## src/rtl/serial_cfg_pkg.sv

```systemverilog
// Package: shared widths, address codes and the configuration record
// for the serial configuration port.
package serial_cfg_pkg;
    parameter int ADDR_W = 3;
    parameter int RF_R_W = 13;
    parameter int RF_P_W = 13;
    parameter int RF_S_W = 6;
    parameter int RF_M_W = 3;
    parameter int IF_R_W = 15;
    parameter int IF_A_W = 13;
    parameter int IF_B_W = 4;
    parameter int N_LOAD = 5;
    // Longest payload: RF main counter plus swallow above the address.
    parameter int WORD_W = ADDR_W + RF_P_W + RF_S_W;

    localparam logic [ADDR_W-1:0] ADR_PWR     = 3'd0;
    localparam logic [ADDR_W-1:0] ADR_RF_REF  = 3'd1;
    localparam logic [ADDR_W-1:0] ADR_RF_MAIN = 3'd2;
    localparam logic [ADDR_W-1:0] ADR_RF_FRAC = 3'd3;
    localparam logic [ADDR_W-1:0] ADR_IF_REF  = 3'd4;
    localparam logic [ADDR_W-1:0] ADR_IF_MAIN = 3'd5;

    localparam int LD_RF_REF  = 0;
    localparam int LD_RF_MAIN = 1;
    localparam int LD_RF_FRAC = 2;
    localparam int LD_IF_REF  = 3;
    localparam int LD_IF_MAIN = 4;

    typedef struct packed {
        logic              run;
        logic [RF_R_W-1:0] rf_ref;
        logic [RF_P_W-1:0] rf_int;
        logic [RF_S_W-1:0] rf_swl;
        logic [RF_M_W-1:0] rf_num;
        logic [IF_R_W-1:0] if_ref;
        logic [IF_A_W-1:0] if_int;
        logic [IF_B_W-1:0] if_swl;
    } cfg_t;
endpackage

```

## src/rtl/scp_pin_sync.sv

```systemverilog
// Module: scp_pin_sync
// Brings WIDTH asynchronous pins into the clk domain through STAGES
// flops each, then gives the synchronized level and a one-cycle rise
// pulse per pin. Assumes STAGES >= 2 and pin levels that last several
// clk cycles.
module scp_pin_sync #(
    parameter int WIDTH  = 3,
    parameter int STAGES = 2
) (
    input  logic             clk,
    input  logic             rst_n,
    input  logic [WIDTH-1:0] pin_in,
    output logic [WIDTH-1:0] lvl,
    output logic [WIDTH-1:0] rise
);
    logic [WIDTH-1:0][STAGES-1:0] chain;
    logic [WIDTH-1:0]             prev;

    for (genvar i = 0; i < WIDTH; i++) begin : g_pin
        // Purpose: shift the pin through the synchronizer chain.
        always_ff @(posedge clk) begin
            if (!rst_n) chain[i] <= '0;
            else        chain[i] <= {chain[i][STAGES-2:0], pin_in[i]};
        end
        assign lvl[i] = chain[i][STAGES-1];
    end

    // Purpose: remember the previous synchronized level for edge detection.
    always_ff @(posedge clk) begin
        if (!rst_n) prev <= '0;
        else        prev <= lvl;
    end

    assign rise = lvl & ~prev;

    AST_RISE_SINGLE: assert property (@(posedge clk) disable iff (!rst_n)
        (rise != '0) |=> ((rise & $past(rise)) == '0));
endmodule

```

## src/rtl/scp_shifter.sv

```systemverilog
// Module: scp_shifter
// Serial-in word register. On each synchronized serial clock rise it
// shifts left and takes the synchronized data bit into bit 0, so the
// first bit sent ends at the MSB. Assumes data is stable at the edge.
module scp_shifter #(
    parameter int WORD_W = 22
) (
    input  logic              clk,
    input  logic              rst_n,
    input  logic              shift_en,
    input  logic              din,
    output logic [WORD_W-1:0] word
);
    // Purpose: shift one bit per enabled cycle, MSB first.
    always_ff @(posedge clk) begin
        if (!rst_n)        word <= '0;
        else if (shift_en) word <= {word[WORD_W-2:0], din};
    end

    AST_SHIFT_HOLD: assert property (@(posedge clk) disable iff (!rst_n)
        !shift_en |=> $stable(word));
    AST_SHIFT_MOVE: assert property (@(posedge clk) disable iff (!rst_n)
        shift_en |=> (word[WORD_W-1:1] == $past(word[WORD_W-2:0])));
endmodule

```

## src/rtl/scp_reg_bank.sv

```systemverilog
// Module: scp_reg_bank
// Holding registers. On a latch rise it decodes the address field of
// the shifted word, loads the chosen register from the payload, and
// raises the matching one-cycle load strobe. Unknown addresses are
// dropped. Assumes latch rises are several cycles apart.
module scp_reg_bank
    import serial_cfg_pkg::*;
(
    input  logic              clk,
    input  logic              rst_n,
    input  logic              latch_rise,
    input  logic [WORD_W-1:0] word,
    output cfg_t              cfg_q,
    output logic [N_LOAD-1:0] load_q
);
    logic [ADDR_W-1:0] adr;
    cfg_t              cfg_d;
    logic [N_LOAD-1:0] load_d;

    assign adr = word[ADDR_W-1:0];

    // Purpose: work out the next register contents and strobe.
    always_comb begin
        cfg_d  = cfg_q;
        load_d = '0;
        if (latch_rise) begin
            case (adr)
                ADR_PWR: cfg_d.run = word[ADDR_W];
                ADR_RF_REF: begin
                    cfg_d.rf_ref      = word[ADDR_W +: RF_R_W];
                    load_d[LD_RF_REF] = 1'b1;
                end
                ADR_RF_MAIN: begin
                    cfg_d.rf_int       = word[ADDR_W +: RF_P_W];
                    cfg_d.rf_swl       = word[ADDR_W + RF_P_W +: RF_S_W];
                    load_d[LD_RF_MAIN] = 1'b1;
                end
                ADR_RF_FRAC: begin
                    cfg_d.rf_num       = word[ADDR_W +: RF_M_W];
                    load_d[LD_RF_FRAC] = 1'b1;
                end
                ADR_IF_REF: begin
                    cfg_d.if_ref      = word[ADDR_W +: IF_R_W];
                    load_d[LD_IF_REF] = 1'b1;
                end
                ADR_IF_MAIN: begin
                    cfg_d.if_int       = word[ADDR_W +: IF_A_W];
                    cfg_d.if_swl       = word[ADDR_W + IF_A_W +: IF_B_W];
                    load_d[LD_IF_MAIN] = 1'b1;
                end
                default: ;
            endcase
        end
    end

    // Purpose: hold the registers and strobe; reset to zero and power save.
    always_ff @(posedge clk) begin
        if (!rst_n) begin
            cfg_q  <= '0;
            load_q <= '0;
        end else begin
            cfg_q  <= cfg_d;
            load_q <= load_d;
        end
    end

    AST_HOLD_NO_LATCH: assert property (@(posedge clk) disable iff (!rst_n)
        !latch_rise |=> ($stable(cfg_q) && load_q == '0));
    AST_UNUSED_ADDR: assert property (@(posedge clk) disable iff (!rst_n)
        (latch_rise && adr > ADR_IF_MAIN) |=> ($stable(cfg_q) && load_q == '0));
    AST_RUN_ONLY_ADDR0: assert property (@(posedge clk) disable iff (!rst_n)
        !(latch_rise && adr == ADR_PWR) |=> $stable(cfg_q.run));
    AST_STROBE_ONEHOT: assert property (@(posedge clk) disable iff (!rst_n)
        $onehot0(load_q));
    AST_STROBE_PULSE: assert property (@(posedge clk) disable iff (!rst_n)
        (load_q != '0) |=> (load_q == '0));
endmodule

```

## src/rtl/serial_cfg_port.sv

```systemverilog
// Module: serial_cfg_port (top)
// Three-pin serial configuration port. It synchronizes the pins,
// shifts a fixed-length word MSB first, and latches it on the latch
// line rise into the addressed holding register. Assumes pin levels
// last several clk cycles.
module serial_cfg_port
    import serial_cfg_pkg::*;
#(
    parameter int SYNC_STAGES = 2
) (
    input  logic              clk,
    input  logic              rst_n,
    input  logic              ser_clk,
    input  logic              ser_dat,
    input  logic              ser_latch,
    output logic              rf_run,
    output logic [RF_R_W-1:0] rf_ref_div,
    output logic [RF_P_W-1:0] rf_int_div,
    output logic [RF_S_W-1:0] rf_swallow,
    output logic [RF_M_W-1:0] rf_frac_num,
    output logic [IF_R_W-1:0] if_ref_div,
    output logic [IF_A_W-1:0] if_int_div,
    output logic [IF_B_W-1:0] if_swallow,
    output logic [N_LOAD-1:0] div_load
);
    localparam int N_PIN = 3;
    localparam int P_CLK = 0;
    localparam int P_DAT = 1;
    localparam int P_LAT = 2;

    logic [N_PIN-1:0]  pin_lvl;
    logic [N_PIN-1:0]  pin_rise;
    logic [WORD_W-1:0] word;
    cfg_t              cfg;

    scp_pin_sync #(.WIDTH(N_PIN), .STAGES(SYNC_STAGES)) i_sync (
        .clk    (clk),
        .rst_n  (rst_n),
        .pin_in ({ser_latch, ser_dat, ser_clk}),
        .lvl    (pin_lvl),
        .rise   (pin_rise)
    );

    scp_shifter #(.WORD_W(WORD_W)) i_shift (
        .clk      (clk),
        .rst_n    (rst_n),
        .shift_en (pin_rise[P_CLK]),
        .din      (pin_lvl[P_DAT]),
        .word     (word)
    );

    scp_reg_bank i_bank (
        .clk        (clk),
        .rst_n      (rst_n),
        .latch_rise (pin_rise[P_LAT]),
        .word       (word),
        .cfg_q      (cfg),
        .load_q     (div_load)
    );

    assign rf_run      = cfg.run;
    assign rf_ref_div  = cfg.rf_ref;
    assign rf_int_div  = cfg.rf_int;
    assign rf_swallow  = cfg.rf_swl;
    assign rf_frac_num = cfg.rf_num;
    assign if_ref_div  = cfg.if_ref;
    assign if_int_div  = cfg.if_int;
    assign if_swallow  = cfg.if_swl;
endmodule

```

## config.mk

```make
export PLATFORM = sky130hd
export DESIGN_NAME = serial_cfg_port
export DESIGN_NICKNAME = d
export VERILOG_FILES = /design/src/rtl/serial_cfg_pkg.sv /design/src/rtl/scp_pin_sync.sv /design/src/rtl/scp_shifter.sv /design/src/rtl/scp_reg_bank.sv /design/src/rtl/serial_cfg_port.sv
export SDC_FILE = /design/constraint.sdc
export NUM_CORES = 1
export LEC_CHECK = 0
export BUFFER_PORTS_ARGS = -buffer_cell sky130_fd_sc_hd__clkbuf_2
export CAP_MARGIN = 15
export CORE_ASPECT_RATIO = 0.7
export CORE_UTILIZATION = 55
export CTS_CLUSTER_SIZE = 14
export DETAILED_ROUTE_END_ITERATION = 12
export PLACE_DENSITY = 0.8
export SYNTH_ARGS = -nofsm -noshare
export SYNTH_HDL_FRONTEND = slang
export SYNTH_SLANG_ARGS = --single-unit
```

## constraint.sdc

```tcl
create_clock -name clk -period 4.3 [get_ports clk]
set_clock_uncertainty 0.2 [all_clocks]
set_input_delay 0.645 -clock clk [delete_from_list [all_inputs] [get_ports clk]]
set_output_delay 0.645 -clock clk [all_outputs]
set_load 0.005 [all_outputs]
```

After elaboration in Yosys (flattened, before gate mapping) --
Cells that the tools add are included.
Storage, ports and cells: register bits after elaboration 104, bits in latches 0, memory bits (writable) 0, bits in read-only memories 0, input port bits 5, memories 0
Operators by class: $add $sub $neg 0, multipliers 0, div/mod/pow operators 0, order comparisons 0, equality and inequality tests 5, shifts and indexed selects 0, mux-type cells 5, bitwise operators 2, reduce and logical (&&, ||, !) cells 8
Operators with widths (number):
- AND reduction 2 bit | 7
- equality test 3 x 2 -> 1 bit, second input constant | 2
- equality test 3 bit, second input constant | 2
- 2-to-1 mux 1 bit | 5
- AND 3 bit | 1
- equality test 3 x 1 -> 1 bit, second input constant | 1
- logical NOT 3 bit | 1
- NOT 3 bit | 1

Depth between registers and ports, before layout --
Gate-level depths: netlist (run 1).
depth after elaboration 3, mapped depth 5, gate-level depth less buffers 3

Hierarchy --
Synthesis (run 1) repeated with hierarchy kept, for this count alone.
Second synthesis, totals: cell total of the unflattened synthesis 353, area, all modules 3824.9 um^2
Modules (own cells, without submodules):
- scp_reg_bank | instances 1, cells an instance 258, area an instance 2690.1 um^2, seq. area each 1461.4 um^2
- scp_shifter | instances 1, cells an instance 71, area an instance 857.1 um^2, seq. area each 440.4 um^2
- scp_pin_sync | instances 1, cells an instance 24, area an instance 277.8 um^2, seq. area each 180.2 um^2

Least setup slack after synthesis (run 1) --
OpenSTA, ideal clock, no wires.
path kind input port to flip-flop, start input rst_n, end register i_bank.cfg_q[41] in the netlist's numbering, setup time 0.072 ns, arrival 1.373 ns, data required time 4.028 ns, path slack 2.656 ns, stages on the path 5, path through buf_2 buf_6 clkbuf_1 nand2_1 mux2i_1
RTL lines:
- from (decl) | RTL line serial_cfg_port.sv:12 | input logic rst_n,
- to (signal assigned) | RTL line scp_reg_bank.sv:62 | cfg_q <= cfg_d;
- to (decl) | RTL line scp_reg_bank.sv:13 | output cfg_t cfg_q,

Final worst setup path (run 1) --
start input rst_n, end register i_shift.word[21]
RTL lines:
- to (signal assigned) | RTL line scp_shifter.sv:17 | else if (shift_en) word <= {word[WORD_W-2:0], din};
- to (decl) | RTL line scp_shifter.sv:12 | output logic [WORD_W-1:0] word
No word-level cell between the ends.

==> summary.txt, run 1 <==
Status
  – Status: complete, no violations

Detailed routing
  – Met3 WL: around 370 um
  – Drt pass-1 iters: 4
  – WL met1: approximately 3700 um
  – Vias per inst: 5.06
  – Total Routed Length: 7600 um
  – Top sig layer: met4
  – Initial DRC Count: 118
  – Remaining antenna violation count: 0
  – # DRC: 0
  – Via count: 2725
  – Met2 WL: ~3400 um
  – WL/cell: 14.1 um

Timing
  – Final period utilization: 0.487
  – Hold Vio Cnt, Final: 0
  – Tightest Pin Transition: between 800 and 900 ps
  – Setup TNS: 0 ps
  – Rel. slew slack: 0.411
  – F_max: approximately 480 MHz
  – Fin. max-slew vios: 0
  – RSZ-0062 raised after global routing: no
  – Final setup violation count: 0
  – Fin crit period: 2090 ps

Die
  – Initial core utilization: 0.582
  – # rows: 24
  – DIE HEIGHT: between 70 and 80 um
  – Die W: 100 um
  – Die footprint: 7110 um2
  – I/O pin count: 78
  – Core area: 6400 um2

Clock network
  – Setup bufs post-CTS: 0
  – CTS buffer count: 9
  – Clock sink count: 103
  – Clock Latency Late Sink: between 300 and 400 ps
  – Clock-pin slew on the worst setup and hold paths: ~90 ps
  – Root Driver: clkbuf_8
  – Post_cts resized: 0
  – H-tree depth: 3
  – CTS tree: yes
  – Clock Path Buffers: 2
  – CTS Hold Bufs: 0

Power
  – P_leak: roughly 1.9 nW
  – Comb pwr share: 0.018
  – Net Switching: 341 uW
  – VDD IR max: between 0.2 and 0.25 mV
  – Sequential power share: 0.576
  – Clk pwr share: 0.406
  – Sw Share: 0.205
  – Internal: 1.32 mW
  – Pwr per Cell Area: 385 nW/um2

Global route
  – First-pass GRT wire length: 12100 um
  – GRT Total Usage: 0.224
  – Vias in the first global route: 2509
  – Antenna violations before repair: 0
  – Gr ovfl total: 0
  – Largest net degree at the start of global routing: 52

Placement
  – Final HPWL DP: 5060 um
  – Placement-stage cell area: 4070 um2
  – GP Congestion: between 0.7 and 0.8
  – Port Buf Inserts: 77

Job
  – Max_cap viols: 0

Setup path
  – Crit Path Class: primary input to flop
  – R2R setup slack: roughly 2200 ps
  – Crit-path max FO: 51
  – R2R cell count: 4
  – CP startpoint kind: primary input
  – RR Endpoint: i_bank.cfg_q[5]
  – Arrival time worst endpoint: 2170 ps
  – Critical Path RT: between 4000 and 5000 ps
  – Crit path capture type: flop
  – RR Startpoint: i_shift.word[2]

Logic synthesis
  – Synth Instances: 376
  – Syn. warnings: 0
  – Synth cell types: 26
  – Synthesis-stage register bit count: just over 100
  – Syn avg cell area: 9.91 um2
  – Mapped Area: around 3700 um2
  – Sequential element share of the synthesized area: 0.554
  – Mapped Nets: 381

Cells and area
  – Design Area, Final: 4320 um2
  – Ant diodes: 0
  – Share of cells above drive strength 1: 0.225
  – Area Overhead vs Synth: 16.1%
  – Final nets: 448

Worst hold path
  – Hold Crit Class: flop to flop
  – Hold endpoint: i_sync.lvl[2]
  – Hold Path Depth: 1
  – Worst hold path startpoint: i_sync.chain[4]
## power groups by stage
stage	sequential, mW	clock [mW]	combinational (mW)
after floorplan	0.980	0	0.0252
after global placement	0.980	0	0.0292
after detailed placement	0.980	0	0.0298
after CTS	0.958	0.687	0.0300
after global routing	0.958	0.728	0.0332
final	0.958	0.676	0.0301
## how the worst max path moves through the flow
| stage | endpoint | cells after the start | slack [ps] | from |
|---|---|---|---|---|
| 2_1_floorplan | i_bank.cfg_q[41] | 5 | 2660 | rst_n |
| 3_3_place_gp | i_shift.word[17] | 3 | 1910 | rst_n |
| 3_5_place_dp | i_shift.word[21] | 3 | 1830 | rst_n |
| 4_1_cts | i_bank.cfg_q[42] | 3 | 1980 | i_shift.word[2] |
| 5_1_grt | i_shift.word[18] | 3 | 2050 | rst_n |
| 6_report | i_shift.word[21] | 3 | 2210 | rst_n |
## logic make-up after synthesis
logic type	count (synthesis)	share of synthesized area
flip-flops	103	0.554
AND/OR/NAND/NOR	157	0.179
AO/OA/AOI/OAI	22	0.0296
multiplexers	68	0.183
buffers and inverters	26	0.0548
## per-layer routing
layer,global-route usage,up-vias
met2,0.331,79
met5,0,-
met4,0.0998,0
met1,0.304,1286
met3,0.0682,16
li1,-,1344
## worst max-delay path: stages
cell and delay (ps):
buf_2 650, inv_1 590, a21oi_1 280
## cells in the final DEF, fill, tap and decap left out
master	n
nor2b_1	2
mux2i_1	68
clkbuf_8	11
a21oi_1	22
clkbuf_2	76
buf_2	1
and3b_1	1
nand2_2	1
clkinv_2	2
bufinv_16	2
inv_6	1
nand2_1	133
buf_4	2
nand2b_1	1
inv_1	1
buf_16	1
nand3_1	1
nor3b_4	2
and3_1	1
nand3b_1	1
buf_12	1
nand2b_4	1
dfxtp_1	103
nor2_1	4
and2_1	9
## state kept, by name, indices dropped and copies added (netlist names)
| register | cells |
|---|---|
| i_shift.word | 22 |
| i_sync.prev | 2 |
| i_sync.chain | 3 |
| i_sync.lvl | 3 |
| i_bank.load_q | 5 |
| i_bank.cfg_q | 68 |
## stage by stage
stage                     instances  setup WS, ps  power [mW]  utilization  hold slack (ps)
final                           539          2210        1.66        0.676              239
after CTS                       538          1980        1.67        0.672              242
after global routing            539          2050        1.72        0.676              259
after global placement          522          1910        1.01        0.636              215
after detailed placement        522          1830        1.01        0.636              221
after floorplan                 376          2660        1.00            -              212
## area by class of cell
class / instances / area, um2
fill: 524 / 2070
sequential: 103 / 2060
multi-input combinational: 247 / 1470
timing repair buffer: 81 / 448
clock buffer: 11 / 151
tap: 91 / 114
clock inverter: 5 / 78.8
inverter: 1 / 3.75
## synth_stat cells (all sizes together)
library cell,number,area share
dlymetal6s2s,1,0.0034
and3b,1,0.0024
inv,1,0.0010
nand2,134,0.14
nand3b,1,0.0020
nor2,4,0.0040
mux2i,68,0.18
and3,1,0.0017
clkbuf,11,0.014
a21oi,22,0.030
nor3b,2,0.0084
dfxtp,103,0.55
nand2b,2,0.0054
nand3,1,0.0013
buf,13,0.037
nor2b,2,0.0034
and2,9,0.015
Power figures use the tool's default switching activity.
==> run 2, diff against run 1 <==
- ABC_AREA: default -> 1
- CORE_UTILIZATION: 55 -> 54
- PLACE_DENSITY: 0.8 -> 0.79
- clock period: 4.3 -> 2.1 ns (I/O delays scaled with it)
==> summary.txt, run 2 <==
Die
  – DIE HEIGHT: 72.9 um (was 70.9 um)
  – Die W: 103 um (was 100 um)
  – Core area: 6850 um2 (was 6400 um2)
  – Initial core utilization: 0.567 (was 0.582)
  – Die footprint: 7540 um2 (was 7110 um2)
  – I/O pin count: 78 (unchanged)
  – # rows: 25 (was 24)

Detailed routing
  – Remaining antenna violation count: 0 (unchanged)
  – Vias per inst: 4.97 (was 5.06)
  – Via count: 3370 (was 2725)
  – WL/cell: 12.8 um (was 14.1 um)
  – # DRC: 0 (unchanged)
  – Initial DRC Count: 261 (was 118)
  – Total Routed Length: 8660 um (was 7600 um)
  – Drt pass-1 iters: 5 (was 4)

Logic synthesis
  – Synth top cells by count: nor2_1 (138), nand2_1 (114), dfxtp_1 (103) (was nand2_1 (133), dfxtp_1 (103), mux2i_1 (68))
  – Share of the synthesized area in the top cell type: 0.531 (was 0.554)
  – Synth Instances: 512 (was 376)
  – Synthesis-stage register bit count: 103 (unchanged)
  – Mapped Nets: 517 (was 381)
  – Dominant synthesized flop cell: dfxtp_1 (unchanged)
  – Syn. warnings: 0 (unchanged)
  – Sequential element share of the synthesized area: 0.531 (was 0.554)
  – Post-synth EDFFs: 0 (unchanged)
  – Mapped Area: 3880 um2 (was 3720 um2)
  – Synth top area cells: dfxtp_1 (53%), nor2_1 (13%), nand2_1 (11%) (was dfxtp_1 (55%), mux2i_1 (18%), nand2_1 (13%))
  – Synth cell types: 23 (was 26)
  – Synth async-reset ratio: 0 (unchanged)
  – Syn avg cell area: 7.58 um2 (was 9.91 um2)
  – Most instantiated library cell after synthesis: nor2_1 (was nand2_1)
  – Largest area contributor in the netlist: dfxtp_1 (unchanged)

Setup path
  – CP startpoint kind: flop (was primary input)
  – Arrival time worst endpoint: 1730 ps (was 2170 ps)
  – Critical Path RT: 2170 ps (was 4380 ps)
  – Crit path capture type: flop (unchanged)
  – Crit-path max FO: 30 (was 51)
  – Crit Path Class: flop to flop (was primary input to flop)

Timing
  – Final setup violation count: 0 (unchanged)
  – RSZ-0062 raised after global routing: no (unchanged)
  – Final period utilization: 0.792
  – F_max: 601 MHz
  – Rel. slew slack: 0.613 (was 0.411)
  – Worst Hold Slack: 119 ps (was 239 ps)
  – Fin. max-slew vios: 0 (unchanged)
  – Tightest Pin Transition: 578 ps (was 884 ps)
  – Final WS setup: 437 ps (was 2210 ps)
  – Fin crit period: 1660 ps
  – Setup TNS: 0 ps (unchanged)
  – Hold Vio Cnt, Final: 0 (unchanged)

Cells and area
  – Leading registers by flop count: i_bank.cfg_q x68, i_shift.word x22, i_bank.load_q x5 (unchanged)
  – Layout Utilization: 0.653 (was 0.676)
  – Share of cells above drive strength 1: 0.192 (was 0.225)
  – Final nets: 584 (was 448)
  – Ant diodes: 0 (unchanged)
  – Most common cell after layout, fill and taps aside: nor2_1 (was nand2_1)
  – Largest Register: i_bank.cfg_q (unchanged)
  – Design Area, Final: 4470 um2 (was 4320 um2)
  – Area Overhead vs Synth: 15.2% (was 16.1%)
  – Most frequent cells in the layout: nor2_1 (138), nand2_1 (114), dfxtp_1 (103) (was nand2_1 (133), dfxtp_1 (103), clkbuf_2 (76))
  – Max FFs per register: 68 (unchanged)
  – Fin cells: 678 (was 539)

Worst hold path
  – Hold Crit Class: primary input to flop (was flop to flop)

Placement
  – Setup slack at placement: 465 ps (was 1830 ps)
  – Port Buf Inserts: 77 (unchanged)
  – Placed insts: 659 (was 522)
  – GP Congestion: 0.786 (was 0.770)
  – Final HPWL DP: 5770 um (was 5060 um)
  – Placement-stage cell area: 4220 um2 (was 4070 um2)

Clock network
  – Root Driver: clkbuf_8 (unchanged)
  – Clock-pin slew on the worst setup and hold paths: 100 ps (was 90 ps)
  – CTS buffer count: 9 (unchanged)
  – Setup bufs post-CTS: 0 (unchanged)
  – Clock Latency Late Sink: 380 ps (was 360 ps)
  – Clock Path Buffers: 2 (unchanged)
  – H-tree depth: 3 (unchanged)
  – Clock sink count: 103 (unchanged)
  – CTS tree: yes (unchanged)

Global route
  – Largest net degree at the start of global routing: 55 (was 52)
  – Vias in the first global route: 2783 (was 2509)
  – GRT Total Usage: 0.241 (was 0.224)
  – Gr ovfl total: 0 (unchanged)
  – Antenna violations before repair: 0 (unchanged)
  – First-pass GRT wire length: 13400 um (was 12100 um)

Power
  – Pwr per Cell Area: 801 nW/um2 (was 385 nW/um2)
  – PnR Total Power: 3.58 mW (was 1.66 mW)
  – P_leak: 2.02 nW (was 1.88 nW)
  – VDD IR max: 0.454 mV (was 0.215 mV)

Job
  – Max_cap viols: 0 (unchanged)

Status
  – Status: complete, no violations (unchanged)
## run 2: changes by cell type in the layout (fill, tap and decap cells not counted), sizes merged, moves of 9 or more
| cell | change |
|---|---|
| nor2 | +140 |
| mux2i | -68 |
| nand3 | +36 |
| inv | +35 |
| o21ai | +22 |
| nand2 | -17 |
| and2 | -9 |
## run 2: final timing paths
| check | startpoint | end | slack [ps] | cells after the start |
|---|---|---|---|---|
| worst max register to register | i_shift.word[1] | i_bank.cfg_q[20] | 440 | 6 |
| worst min register to register | i_sync.chain[0] | i_sync.lvl[0] | 220 | 2 |
| worst min-delay path | rst_n | i_bank.cfg_q[54] | 120 | 3 |
| worst max-delay path | i_shift.word[1] | i_bank.cfg_q[20] | 440 | 6 |
## run 2: power breakdown
group          switching (mW)  total (mW)  internal [mW]
sequential             0.0223        2.01           1.99
clock                   0.677        1.35          0.673
combinational           0.154       0.220         0.0665
total                   0.853        3.58           2.73
## run 2: cell families after synthesis
group | synth area share
flip-flops | 0.531
AND/OR/NAND/NOR | 0.324
buffers and inverters | 0.0857
AO/OA/AOI/OAI | 0.0590
## run 2: worst max-delay path, stage by stage (launching register included)
cell and delay [ps]:
dfxtp_1 360, inv_1 150, nand2_2 110, nor2_4 490
nand2_1 120, nand2_1 90, nor2_1 40
## run 2: cell type report
| cell class | instances | area [um2] |
|---|---|---|
| Clock buffer | 9 | 124 |
| Clock inverter | 7 | 95.1 |
| Fill cell | 631 | 2380 |
| Inverter | 36 | 135 |
| Multi-Input combinational cell | 346 | 1490 |
| Sequential cell | 103 | 2060 |
| Tap cell | 94 | 118 |
| Timing Repair Buffer | 83 | 450 |
## run 2: layer usage
metal | vias to the layer above | track usage | wire length [um]
met5 | - | 0 | 0
met4 | 0 | 0.0986 | 166
met3 | 18 | 0.0613 | 726
met2 | 142 | 0.361 | 3890
met1 | 1499 | 0.332 | 3880
li1 | 1711 | - | -
## run 2: what timing repair did
action,CTS,global route
endpoints found under the hold margin,3,0
resized for setup,0,0
hold buffers,3,0
